## src/rtl/ctrl_reg_pkg.sv

```systemverilog
package ctrl_reg_pkg;
  localparam int DATA_W = 32;
  localparam int NUM_W  = 12;

  typedef enum int {
    IX_SFC = 0, IX_DFC, IX_CACR, IX_TC, IX_ITT0, IX_ITT1,
    IX_CAAR, IX_MSP, IX_ISP, IX_MMUSR, IX_URP, IX_SRP, IX_COUNT
  } regIdx_e;

  localparam int NREG = IX_COUNT;

  typedef struct packed {
    logic [NREG-1:0] wrSel;     // one-hot write enable
    logic [NREG-1:0] rdSel;     // one-hot read select
    logic            cacrWide;  // wide cache-control mask
    logic            aliasRead; // read returns live A7
    logic            a7Load;    // write also loads A7
  } ctrlStb_t;

  function automatic logic [DATA_W-1:0] regMask(input int idx, input logic wide);
    case (idx)
      IX_SFC, IX_DFC:   regMask = 32'h0000_0007;
      IX_CACR:          regMask = wide ? 32'h8000_8000 : 32'h0000_0003;
      IX_TC:            regMask = 32'h0000_C000;
      IX_ITT0, IX_ITT1: regMask = 32'hFFFF_E364;
      IX_CAAR:          regMask = 32'h0000_00FC;
      default:          regMask = 32'hFFFF_FFFF;
    endcase
  endfunction
endpackage

```

## src/rtl/ctrl_reg_decode.sv

```systemverilog
module ctrl_reg_decode
  import ctrl_reg_pkg::*;
#(
  parameter int MODEL_W = 3
) (
  input  logic               accEn,
  input  logic               accWrite,
  input  logic [NUM_W-1:0]   regNum,
  input  logic [MODEL_W-1:0] cpuModel,
  input  logic               masterMode,
  output ctrlStb_t           stb,
  output logic               illegal
);
  localparam int LOW_W = NUM_W - 1;

  logic            hit;
  int              idx;
  logic            modelBad;
  logic            legal;
  logic [LOW_W-1:0] lowNum;
  logic [NREG-1:0] oneHot;
  logic            isActiveSp;

  assign lowNum = regNum[LOW_W-1:0];

  always_comb begin
    hit = 1'b1;
    idx = IX_SFC;
    case (regNum)
      12'h000: idx = IX_SFC;
      12'h001: idx = IX_DFC;
      12'h002: idx = IX_CACR;
      12'h003: idx = IX_TC;
      12'h004: idx = IX_ITT0;
      12'h005: idx = IX_ITT1;
      12'h802: idx = IX_CAAR;
      12'h803: idx = IX_MSP;
      12'h804: idx = IX_ISP;
      12'h805: idx = IX_MMUSR;
      12'h806: idx = IX_URP;
      12'h807: idx = IX_SRP;
      default: hit = 1'b0;
    endcase
  end

  always_comb begin
    modelBad = 1'b0;
    if (cpuModel == MODEL_W'(1) && lowNum > LOW_W'(1)) modelBad = 1'b1;
    if (cpuModel <  MODEL_W'(4) && lowNum > LOW_W'(2)) modelBad = 1'b1;
    if (cpuModel == MODEL_W'(4) && regNum == 12'h802)  modelBad = 1'b1;
  end

  assign legal      = hit && !modelBad;
  assign illegal    = accEn && !legal;
  assign oneHot     = hit ? (NREG'(1) << idx) : '0;
  assign isActiveSp = (idx == IX_MSP && masterMode) || (idx == IX_ISP && !masterMode);

  always_comb begin
    stb           = '0;
    stb.cacrWide  = cpuModel >= MODEL_W'(4);
    if (accEn && legal) begin
      if (accWrite) begin
        stb.wrSel  = oneHot;
        stb.a7Load = isActiveSp;
      end else begin
        stb.rdSel     = oneHot;
        stb.aliasRead = isActiveSp;
      end
    end
  end
endmodule

```

## src/rtl/ctrl_reg_store.sv

```systemverilog
module ctrl_reg_store
  import ctrl_reg_pkg::*;
(
  input  logic              clk,
  input  logic              rstN,
  input  ctrlStb_t          stb,
  input  logic [DATA_W-1:0] wrData,
  input  logic [DATA_W-1:0] a7Live,
  output logic [DATA_W-1:0] rdData
);
  logic [DATA_W-1:0] regQ   [NREG];
  logic [DATA_W-1:0] rdTerm [NREG];

  for (genvar g = 0; g < NREG; g++) begin : g_reg
    always_ff @(posedge clk or negedge rstN) begin
      if (!rstN)              regQ[g] <= '0;
      else if (stb.wrSel[g])  regQ[g] <= wrData & regMask(g, stb.cacrWide);
    end
    assign rdTerm[g] = stb.rdSel[g] ? regQ[g] : '0;
  end

  always_comb begin
    rdData = '0;
    if (stb.aliasRead) rdData = a7Live;
    else for (int i = 0; i < NREG; i++) rdData = rdData | rdTerm[i];
  end
endmodule

```

## src/rtl/ctrl_reg_bank.sv

```systemverilog
module ctrl_reg_bank
  import ctrl_reg_pkg::*;
#(
  parameter int MODEL_W = 3
) (
  input  logic               clk,
  input  logic               rstN,
  input  logic               accEn,
  input  logic               accWrite,
  input  logic [NUM_W-1:0]   regNum,
  input  logic [DATA_W-1:0]  wrData,
  input  logic [MODEL_W-1:0] cpuModel,
  input  logic               masterMode,
  input  logic [DATA_W-1:0]  a7Live,
  output logic [DATA_W-1:0]  rdData,
  output logic               illegal,
  output logic               a7Load,
  output logic [DATA_W-1:0]  a7Value
);
  ctrlStb_t stb;

  ctrl_reg_decode #(.MODEL_W(MODEL_W)) u_decode (
    .accEn(accEn), .accWrite(accWrite), .regNum(regNum), .cpuModel(cpuModel),
    .masterMode(masterMode), .stb(stb), .illegal(illegal)
  );

  ctrl_reg_store u_store (
    .clk(clk), .rstN(rstN), .stb(stb), .wrData(wrData), .a7Live(a7Live), .rdData(rdData)
  );

  assign a7Load  = stb.a7Load;
  assign a7Value = stb.a7Load ? wrData : '0;
endmodule

```

## config.mk

```make
export PLATFORM = sky130hd
export DESIGN_NAME = ctrl_reg_bank
export DESIGN_NICKNAME = d
export VERILOG_FILES = /design/src/rtl/ctrl_reg_pkg.sv /design/src/rtl/ctrl_reg_decode.sv /design/src/rtl/ctrl_reg_store.sv /design/src/rtl/ctrl_reg_bank.sv
export SDC_FILE = /design/constraint.sdc
export NUM_CORES = 1
export LEC_CHECK = 0
export BUFFER_PORTS_ARGS = -buffer_cell sky130_fd_sc_hd__buf_2
export CAP_MARGIN = 20
export CORE_UTILIZATION = 52
export DETAILED_ROUTE_END_ITERATION = 16
export PLACE_DENSITY_LB_ADDON = 0.25
export SYNTH_ARGS = -nofsm -noshare
export SYNTH_HDL_FRONTEND = slang
export SYNTH_SLANG_ARGS = --single-unit
```

## constraint.sdc

```tcl
create_clock -name clk -period 2.4 [get_ports clk]
set_clock_uncertainty 0.05 [all_clocks]
set_input_delay 0.12 -clock clk [delete_from_list [all_inputs] [get_ports clk]]
set_output_delay 0.12 -clock clk [all_outputs]
set_load 0.005 [all_outputs]
```

==> results of run 1 <==
## kinds of logic (layout without fill, tap and decap cells)
group           after synthesis  count (layout)  synth area share (%)
compound gates              189             189                 12.31
buf+inv                      68             366                 2.702
flops                       226             226                 49.85
mux                         234             234                 23.30
other cells                   0               1                     0
simple gates                252             252                 11.84
## critical path: stages
cell and delay, ns:
buf_2 0.12, or4_4 0.57, nor3_4 0.22, a31o_4 0.21
buf_4 0.12, nor4_4 0.04, buf_4 0.17, buf_4 0.15
nor2b_1 0.14, o22a_1 0.20, buf_2 0.12
## worst min path at each step
stage,from,end,slack [ns],cells past startpoint
2_1_floorplan,rstN,u_store.regQ[0],-0.23,0
3_3_place_gp,rstN,u_store.regQ[75],0.06,1
3_5_place_dp,rstN,u_store.regQ[75],0.07,1
4_1_cts,wrData[15],u_store.regQ[15],0.05,2
5_1_grt,wrData[15],u_store.regQ[15],0.05,2
6_report,wrData[15],u_store.regQ[15],0.06,2
## stage by stage
stage / setup WS [ns] / total power [mW] / TNS, ns / area [sq um]
2_1_floorplan: 0.04781 / 4.002 / 0 / 11350
3_3_place_gp: -0.3368 / 4.328 / -15.52 / 13330
3_5_place_dp: -0.3123 / 4.332 / -19.60 / 13330
4_1_cts: 0.001968 / 8.081 / 0 / 14610
5_1_grt: -0.02267 / 8.298 / -0.05089 / 14750
6_report: 0.03552 / 8.062 / 0 / 14760
## report_power, final
part	internal [mW]	switching (mW)	leakage, nW
registers	3.81	0.00168	3.16
clock network	2.21	1.51	0.398
logic	0.188	0.336	3.64
## layout make-up
cell class                 instances  area [sq um]  share of cell area (%)
timing repair buffer             316          2338                   15.85
multi-input combinational        675          5598                   37.94
clock buffer                      38         734.5                   4.978
inverter                           5         18.77                  0.1272
antenna                            1         2.502                 0.01696
clock inverter                     7         63.81                  0.4325
tap                              275         344.1                   2.332
sequential                       226          5655                   38.33
## metal layers
layer  part of all wire, %  up-vias  GRT usage (%)
met3                   6.9       68          5.091
met4                   2.8        0          9.444
met5                     0        -              0
met1                    44     4855          46.37
met2                    46      371          51.32
li1                      -     4185              -
## cell usage in the layout, fill, tap and decap left out, types with 19 or more instances in the layout
| cell | count |
|---|---|
| dfrtp_1 | 226 |
| mux2_2 | 213 |
| buf_2 | 148 |
| buf_4 | 109 |
| nand2_1 | 71 |
| a22oi_1 | 37 |
| and2_1 | 37 |
| dlygate4sd3_1 | 37 |
| nor2_1 | 32 |
| o21ai_0 | 29 |
| clkbuf_16 | 25 |
| nand4_1 | 19 |
## timing repair
action	in CTS	in global routing
hold endpoints to repair	335	0
resized for setup	17	23
cloned	0	0
pin swaps	5	5
setup endpoints to repair	58	52
buffers inserted	2	6
hold buffers	37	0
==> impl_results.html, run 1 <==
<table>
<tr><th>Metric</th><th>Value</th></tr>
<tr><th colspan="2">Outcome</th></tr>
<tr><td>Result of the run</td><td>finished, final reports clean</td></tr>
<tr><th colspan="2">Clock network</th></tr>
<tr><td>Clock buffer count from CTS</td><td>25</td></tr>
<tr><td>Clock sink total</td><td>226</td></tr>
<tr><td>Latest clock arrival within the worst-skew pair</td><td>about 0.52 ns</td></tr>
<tr><td>CTS clk-pin slew, worst paths</td><td>about 0.060 ns</td></tr>
<tr><td>Buffer levels on the longest clock path</td><td>3</td></tr>
<tr><td>Root buffer selected by CTS</td><td>clkbuf_16</td></tr>
<tr><td>Clock tree from TritonCTS</td><td>done</td></tr>
<tr><td>Maximum level of the CTS H-tree</td><td>1</td></tr>
<tr><th colspan="2">Placed design</th></tr>
<tr><td>Final weighted congestion in routability-driven placement</td><td>roughly 0.97</td></tr>
<tr><td>DP Wirelength</td><td>around 24000 um</td></tr>
<tr><td>Number of buffers inserted by port buffering</td><td>149</td></tr>
<tr><td>Placed Instances</td><td>1452</td></tr>
<tr><th colspan="2">Route</th></tr>
<tr><td>Average wire per cell in the routed design</td><td>23.14 um</td></tr>
<tr><td>Detailed-route wire length</td><td>35700 um</td></tr>
<tr><td>1st-iter DRT viols</td><td>between 600 and 700</td></tr>
<tr><td>Total via count after detailed routing</td><td>approximately 9500</td></tr>
<tr><td>Initial DRT Pass Iterations</td><td>5</td></tr>
<tr><td>Drt via density</td><td>6.143</td></tr>
<tr><td>Detailed-route DRC error count</td><td>0</td></tr>
<tr><td>Antenna violation net count after detailed routing</td><td>0</td></tr>
<tr><th colspan="2">Worst setup path</th></tr>
<tr><td>Max Fanout on Critical Path</td><td>5</td></tr>
<tr><td>Crit Reg-Reg Startpoint</td><td>u_store.regQ[33]</td></tr>
<tr><td>CP Class</td><td>primary input to primary output</td></tr>
<tr><td>Path depth of the worst reg2reg path</td><td>1</td></tr>
<tr><td>Terminus of the critical flop-to-flop path</td><td>u_store.regQ[33]</td></tr>
<tr><td>Signal arrival time at the worst endpoint</td><td>2.19 ns</td></tr>
<tr><td>Type of element capturing the critical path</td><td>primary output</td></tr>
<tr><td>Worst setup path endpoint</td><td>rdData[13]</td></tr>
<tr><td>Register-to-Register Setup Slack</td><td>1.50 ns</td></tr>
<tr><td>Worst setup path startpoint</td><td>regNum[5]</td></tr>
<tr><td>Kind of start point of the critical path</td><td>primary input</td></tr>
<tr><td>Worst path required time</td><td>around 2.2 ns</td></tr>
<tr><th colspan="2">Yosys</th></tr>
<tr><td>Register bit total from synthesis</td><td>226</td></tr>
<tr><td>Syn nets</td><td>1053</td></tr>
<tr><td>Post-synthesis sequential area ratio</td><td>49.85%</td></tr>
<tr><td>Cell type with the largest total area after synthesis</td><td>dfrtp_1</td></tr>
<tr><td>Predominant post-synthesis flop cell</td><td>dfrtp_1</td></tr>
<tr><td>Top post-synthesis cells by count</td><td>dfrtp_1, mux2_2, nand2_1</td></tr>
<tr><td>Top cells by area in the synthesized netlist</td><td>dfrtp_1, mux2_2, a22oi_1</td></tr>
<tr><td>Number of flops mapped to enable cells by yosys</td><td>0</td></tr>
<tr><td>Most frequently used cell type in the post-synthesis netlist</td><td>dfrtp_1</td></tr>
<tr><td>Post-Synthesis Cell Area</td><td>~11000 sq um</td></tr>
<tr><td>Warnings from Yosys</td><td>0</td></tr>
<tr><td>Share of flip-flops with an asynchronous set or reset</td><td>100.0%</td></tr>
<tr><td>Share of Yosys cell area claimed by the top area cell type</td><td>49.85%</td></tr>
<tr><td>Count of cell types in the netlist</td><td>59</td></tr>
<tr><td>Mean Syn Cell Area</td><td>11.71 sq um</td></tr>
<tr><td>Post-synthesis instance total</td><td>969</td></tr>
<tr><th colspan="2">Die</th></tr>
<tr><td>Placeable Area</td><td>21220 sq um</td></tr>
<tr><td>FP Rows</td><td>between 50 and 60</td></tr>
<tr><td>Initial Util</td><td>53.47%</td></tr>
<tr><td>I/O pin count</td><td>150</td></tr>
<tr><td>DIE AREA</td><td>22410 sq um</td></tr>
<tr><td>Die Height</td><td>149.7 um</td></tr>
<tr><td>Die Span X</td><td>149.7 um</td></tr>
<tr><th colspan="2">GRT</th></tr>
<tr><td>Largest net degree at the start of global routing</td><td>73</td></tr>
<tr><td>Via count of the first global-routing pass</td><td>9412</td></tr>
<tr><td>Total grt overflow</td><td>0</td></tr>
<tr><td>Wire length of the first global-routing pass</td><td>roughly 55000 um</td></tr>
<tr><td>Number of antenna violations at the first check in global routing</td><td>1</td></tr>
<tr><td>Global-route total usage across every layer</td><td>32.50%</td></tr>
<tr><th colspan="2">Timing</th></tr>
<tr><td>Number of setup violations in the final report</td><td>0</td></tr>
<tr><td>Worst hold slack</td><td>0.06264 ns</td></tr>
<tr><td>Fmax</td><td>0.4229 GHz</td></tr>
<tr><td>Final critical delay including setup and external delays</td><td>2.364 ns</td></tr>
<tr><td>Max-slew violation count</td><td>0</td></tr>
<tr><td>Pin slew with the least headroom to its limit</td><td>0.5941 ns</td></tr>
<tr><td>Final hold viol count</td><td>0</td></tr>
<tr><td>Remaining max-slew budget at the tightest pin</td><td>between 60% and 70%</td></tr>
<tr><td>Final cycle utilization of the critical path</td><td>98.52%</td></tr>
<tr><th colspan="2">Finish</th></tr>
<tr><td>Largest reg by FF count</td><td>u_store.regQ</td></tr>
<tr><td>Non-filler instance count after layout</td><td>roughly 1500</td></tr>
<tr><td>Number of flip-flops in the largest register</td><td>about 230</td></tr>
<tr><td>Layout cells sized above 1</td><td>a little under half</td></tr>
<tr><td>Number of nets in the layout</td><td>1333</td></tr>
<tr><td>Layout fillers</td><td>between 1500 and 2000</td></tr>
<tr><td>Largest registers in the final layout</td><td>u_store.regQ: 226 flops</td></tr>
<tr><td>Final cell utilization of the core</td><td>69.53%</td></tr>
<tr><td>Area growth from synthesis to layout</td><td>30.05%</td></tr>
<tr><th colspan="2">Power</th></tr>
<tr><td>Peak supply drop</td><td>~0.52 mV</td></tr>
<tr><td>Static leakage</td><td>7.194 nW</td></tr>
<tr><td>Power density of the placed cells</td><td>546.4 nW/um^2</td></tr>
<tr><th colspan="2">Flow run</th></tr>
<tr><td>Number of max-capacitance violations reported</td><td>0</td></tr>
<tr><th colspan="2">Worst hold path</th></tr>
<tr><td>Type of the most critical hold path</td><td>primary input to register</td></tr>
</table>
(Power assumes the default switching activity.)
==> inputs of run 2 (changes only) <==
--- a/config.mk
+++ b/config.mk
@@ -12,4 +12,5 @@
 export PLACE_DENSITY_LB_ADDON = 0.25
 export SYNTH_ARGS = -nofsm -noshare
 export SYNTH_HDL_FRONTEND = slang
+export SYNTH_HIERARCHICAL = 1
 export SYNTH_SLANG_ARGS = --single-unit
==> impl_results.html, run 2 <==
<table>
<tr><th>Metric</th><th>Value</th></tr>
<tr><th colspan="2">Finish</th></tr>
<tr><td>Largest reg by FF count</td><td>u_store/regQ</td></tr>
<tr><td>Most common library cell in the layout ignoring fill and taps</td><td>mux2_2</td></tr>
<tr><td>Commonest cells after routing, fill and taps aside</td><td>mux2_2, dfrtp_1, buf_2</td></tr>
<tr><td>Largest registers in the final layout</td><td>u_store/regQ: 226 flops</td></tr>
<tr><td>Number of nets in the layout</td><td>1090 (-18%)</td></tr>
<tr><td>Number of flip-flops in the largest register</td><td>226 (unchanged)</td></tr>
<tr><td>Non-filler instance count after layout</td><td>1285 (-17%)</td></tr>
<tr><td>Final Cell Area</td><td>13530 sq um (-8.3%)</td></tr>
<tr><td>Area growth from synthesis to layout</td><td>28.62%</td></tr>
<tr><td>Layout cells sized above 1</td><td>56.27% (+11 points)</td></tr>
<tr><td># diodes</td><td>0 (-1)</td></tr>
<tr><th colspan="2">Clock network</th></tr>
<tr><td>Buffer levels on the longest clock path</td><td>3 (unchanged)</td></tr>
<tr><td>CTS clk-pin slew, worst paths</td><td>0.06 ns (about the same)</td></tr>
<tr><td>Maximum level of the CTS H-tree</td><td>1 (unchanged)</td></tr>
<tr><td>Clock sink total</td><td>226 (unchanged)</td></tr>
<tr><td>Latest clock arrival within the worst-skew pair</td><td>0.50 ns (-0.02 ns)</td></tr>
<tr><td>Clock tree from TritonCTS</td><td>done</td></tr>
<tr><td>Root buffer selected by CTS</td><td>clkbuf_16</td></tr>
<tr><td>Clock buffer count from CTS</td><td>24 (-4.0%)</td></tr>
<tr><th colspan="2">Route</th></tr>
<tr><td>Average wire per cell in the routed design</td><td>21.36 um (-7.7%)</td></tr>
<tr><td>Initial DRT Pass Iterations</td><td>5 (unchanged)</td></tr>
<tr><td>1st-iter DRT viols</td><td>582 (-12%)</td></tr>
<tr><td>Antenna violation net count after detailed routing</td><td>0 (unchanged)</td></tr>
<tr><td>Total via count after detailed routing</td><td>7599 (-20%)</td></tr>
<tr><td>Detailed-route DRC error count</td><td>0 (unchanged)</td></tr>
<tr><td>Drt via density</td><td>5.914 (-3.7%)</td></tr>
<tr><td>Detailed-route wire length</td><td>27440 um (-23%)</td></tr>
<tr><th colspan="2">Timing</th></tr>
<tr><td>Max-slew violation count</td><td>0 (unchanged)</td></tr>
<tr><td>Final cycle utilization of the critical path</td><td>100.9% (+2.4 points)</td></tr>
<tr><td>Number of setup violations in the final report</td><td>2 (+2)</td></tr>
<tr><td>Fmax</td><td>0.4130 GHz (-2.4%)</td></tr>
<tr><td>Pin slew with the least headroom to its limit</td><td>0.6723 ns (+0.07818 ns)</td></tr>
<tr><td>Final critical delay including setup and external delays</td><td>2.421 ns (+0.05694 ns)</td></tr>
<tr><td>RSZ-0062 raised after global routing</td><td>true</td></tr>
<tr><td>Final hold viol count</td><td>0 (unchanged)</td></tr>
<tr><td>Total negative slack</td><td>-0.02629 ns (-0.02629 ns)</td></tr>
<tr><td>Worst hold slack</td><td>0.1439 ns (+0.08121 ns)</td></tr>
<tr><td>Setup slack of the critical path after layout</td><td>-0.02142 ns (-0.05694 ns)</td></tr>
<tr><td>Remaining max-slew budget at the tightest pin</td><td>55.18% (-5.2 points)</td></tr>
<tr><th colspan="2">Power</th></tr>
<tr><td>Static leakage</td><td>6.739 nW (-6.3%)</td></tr>
<tr><td>Peak supply drop</td><td>0.4861 mV (-6.1%)</td></tr>
<tr><td>Power density of the placed cells</td><td>568.7 nW/um^2 (+4.1%)</td></tr>
<tr><th colspan="2">Placed design</th></tr>
<tr><td>Number of buffers inserted by port buffering</td><td>149 (unchanged)</td></tr>
<tr><td>DP Wirelength</td><td>16380 um (-33%)</td></tr>
<tr><td>Final weighted congestion in routability-driven placement</td><td>0.8785 (-9.2%)</td></tr>
<tr><td>Placement-stage worst setup slack</td><td>-0.05178 ns (+0.2605 ns)</td></tr>
<tr><td>Area post-placement</td><td>11990 sq um (-10%)</td></tr>
<tr><td>Placed Instances</td><td>1189 (-18%)</td></tr>
<tr><th colspan="2">GRT</th></tr>
<tr><td>Met3 demand-to-capacity share in global routing</td><td>3.146% (-1.9 points)</td></tr>
<tr><td>Via count of the first global-routing pass</td><td>7723 (-18%)</td></tr>
<tr><td>Number of antenna violations at the first check in global routing</td><td>1 (unchanged)</td></tr>
<tr><td>Global-route total usage across every layer</td><td>26.31% (-6.2 points)</td></tr>
<tr><td>Met1 Resource Use GR</td><td>36.81% (-9.6 points)</td></tr>
<tr><td>Gr busiest metal</td><td>met2</td></tr>
<tr><td>M2 GR Usage</td><td>43.35% (-8.0 points)</td></tr>
<tr><td>Wire length of the first global-routing pass</td><td>41800 um (-24%)</td></tr>
<tr><td>Largest net degree at the start of global routing</td><td>87 (+19%)</td></tr>
<tr><td>Total grt overflow</td><td>0 (unchanged)</td></tr>
<tr><th colspan="2">Die</th></tr>
<tr><td>FP Rows</td><td>51 (-3.8%)</td></tr>
<tr><td>Placeable Area</td><td>19650 sq um (-7.4%)</td></tr>
<tr><td>Initial Util</td><td>53.53% (+0.066 points)</td></tr>
<tr><td>DIE AREA</td><td>20810 sq um (-7.2%)</td></tr>
<tr><td>Die Span X</td><td>144.2 um (-3.7%)</td></tr>
<tr><td>I/O pin count</td><td>150 (unchanged)</td></tr>
<tr><td>Die Height</td><td>144.2 um (-3.7%)</td></tr>
<tr><th colspan="2">Yosys</th></tr>
<tr><td>Top cells by area in the synthesized netlist</td><td>dfrtp_1, mux2_2, a22oi_1</td></tr>
<tr><td>Syn nets</td><td>862 (-18%)</td></tr>
<tr><td>Warnings from Yosys</td><td>6 (+6)</td></tr>
<tr><td>Top post-synthesis cells by count</td><td>mux2_2, dfrtp_1, a22oi_1</td></tr>
<tr><td>Mean Syn Cell Area</td><td>13.52 sq um (+15%)</td></tr>
<tr><td>Predominant post-synthesis flop cell</td><td>dfrtp_1</td></tr>
<tr><td>Post-synthesis instance total</td><td>778 (-20%)</td></tr>
<tr><td>Post-synthesis sequential area ratio</td><td>53.75% (+3.9 points)</td></tr>
<tr><td>Share of flip-flops with an asynchronous set or reset</td><td>100.0% (unchanged)</td></tr>
<tr><td>Number of flops mapped to enable cells by yosys</td><td>0 (unchanged)</td></tr>
<tr><td>Count of cell types in the netlist</td><td>41 (-31%)</td></tr>
<tr><td>Share of Yosys cell area claimed by the top area cell type</td><td>53.75% (+3.9 points)</td></tr>
<tr><td>Cell type with the largest total area after synthesis</td><td>dfrtp_1</td></tr>
<tr><td>Most frequently used cell type in the post-synthesis netlist</td><td>mux2_2</td></tr>
<tr><td>Register bit total from synthesis</td><td>226 (unchanged)</td></tr>
<tr><td>Post-Synthesis Cell Area</td><td>10520 sq um (-7.3%)</td></tr>
<tr><th colspan="2">Worst setup path</th></tr>
<tr><td>Type of element capturing the critical path</td><td>primary output</td></tr>
<tr><td>Kind of start point of the critical path</td><td>primary input</td></tr>
<tr><td>CP Class</td><td>primary input to primary output</td></tr>
<tr><td>Signal arrival time at the worst endpoint</td><td>2.25 ns (+0.06 ns)</td></tr>
<tr><td>Max Fanout on Critical Path</td><td>14 (+9)</td></tr>
<tr><td>Worst path required time</td><td>2.23 ns (about the same)</td></tr>
<tr><th colspan="2">Worst hold path</th></tr>
<tr><td>Type of the most critical hold path</td><td>primary input to asynchronous set/reset pin</td></tr>
<tr><th colspan="2">Outcome</th></tr>
<tr><td>Violations in the final reports</td><td>negative setup slack</td></tr>
<tr><td>Result of the run</td><td>finished with violations</td></tr>
<tr><th colspan="2">Flow run</th></tr>
<tr><td>Number of max-capacitance violations reported</td><td>0 (unchanged)</td></tr>
</table>
## run 2: worst paths after layout
check	start	endpoint	slack (ns)	cells after the start
worst min register to register	u_store/regQ[15]	u_store/regQ[15]	0.44	1
min in group clk	regNum[0]	u_store/regQ[303]	0.16	6
max in group asynchronous	rstN	u_store/regQ[139]	1.36	3
worst max register to register	u_store/regQ[46]	u_store/regQ[46]	1.56	1
worst min-delay path	rstN	u_store/regQ[36]	0.14	2
worst max-delay path	cpuModel[1]	rdData[29]	-0.02	12
## run 2: metal layers
layer / share of wire (%) / up-vias
met3: 5.4 / 39
met1: 45 / 3899
met4: 1.7 / 0
met2: 48 / 253
li1: - / 3408
met5: 0 / -
## run 2: cell families (layout without fill, tap and decap cells)
logic type	Yosys count	in the layout	synth area share (%)
buffers and inverters	70	312	3.294
DFF	226	226	53.75
muxes	253	253	27.07
AOI/OAI and AO/OA	114	114	8.693
and+or+nand+nor	115	115	7.195
## run 2: critical path, stage by stage
cell      delay (ns)
buf_6           0.09
or2b_1          0.22
a211oi_2        0.28
buf_4           0.21
buf_6           0.14
nor4_2          0.07
buf_6           0.17
buf_4           0.15
a22oi_1         0.18
nand3_1         0.17
mux2_4          0.32
buf_6           0.11
## run 2: stage by stage
stage | power (mW) | util (%)
2_1_floorplan | 3.940 | -
3_3_place_gp | 4.179 | 61.03
3_5_place_dp | 4.183 | 61.03
4_1_cts | 7.737 | 66.80
5_1_grt | 7.950 | 68.86
6_report | 7.696 | 68.86
## run 2: area by class of cell
cell class	count	area [sq um]
clock buffers	36	685.7
clock inverters	4	56.30
fillers	1400	6121
inverters	7	26.28
multi-input cells	482	4761
flip-flops and latches	226	5655
well taps	265	331.6
repair buffers	265	2017
## run 2: where the power goes
group | switching (mW) | internal [mW]
Combinational | 0.215 | 0.148
Clock | 1.44 | 2.07
Sequential | 0.00360 | 3.82
## run 2: timing repair
action | CTS | global route
hold endpoints to repair | 307 | 0
gates cloned | 1 | 3
setup buffers | 3 | 14
setup endpoints to repair | 21 | 32
gates resized for setup | 4 | 55
hold buffers | 35 | 0
pin swaps | 7 | 19
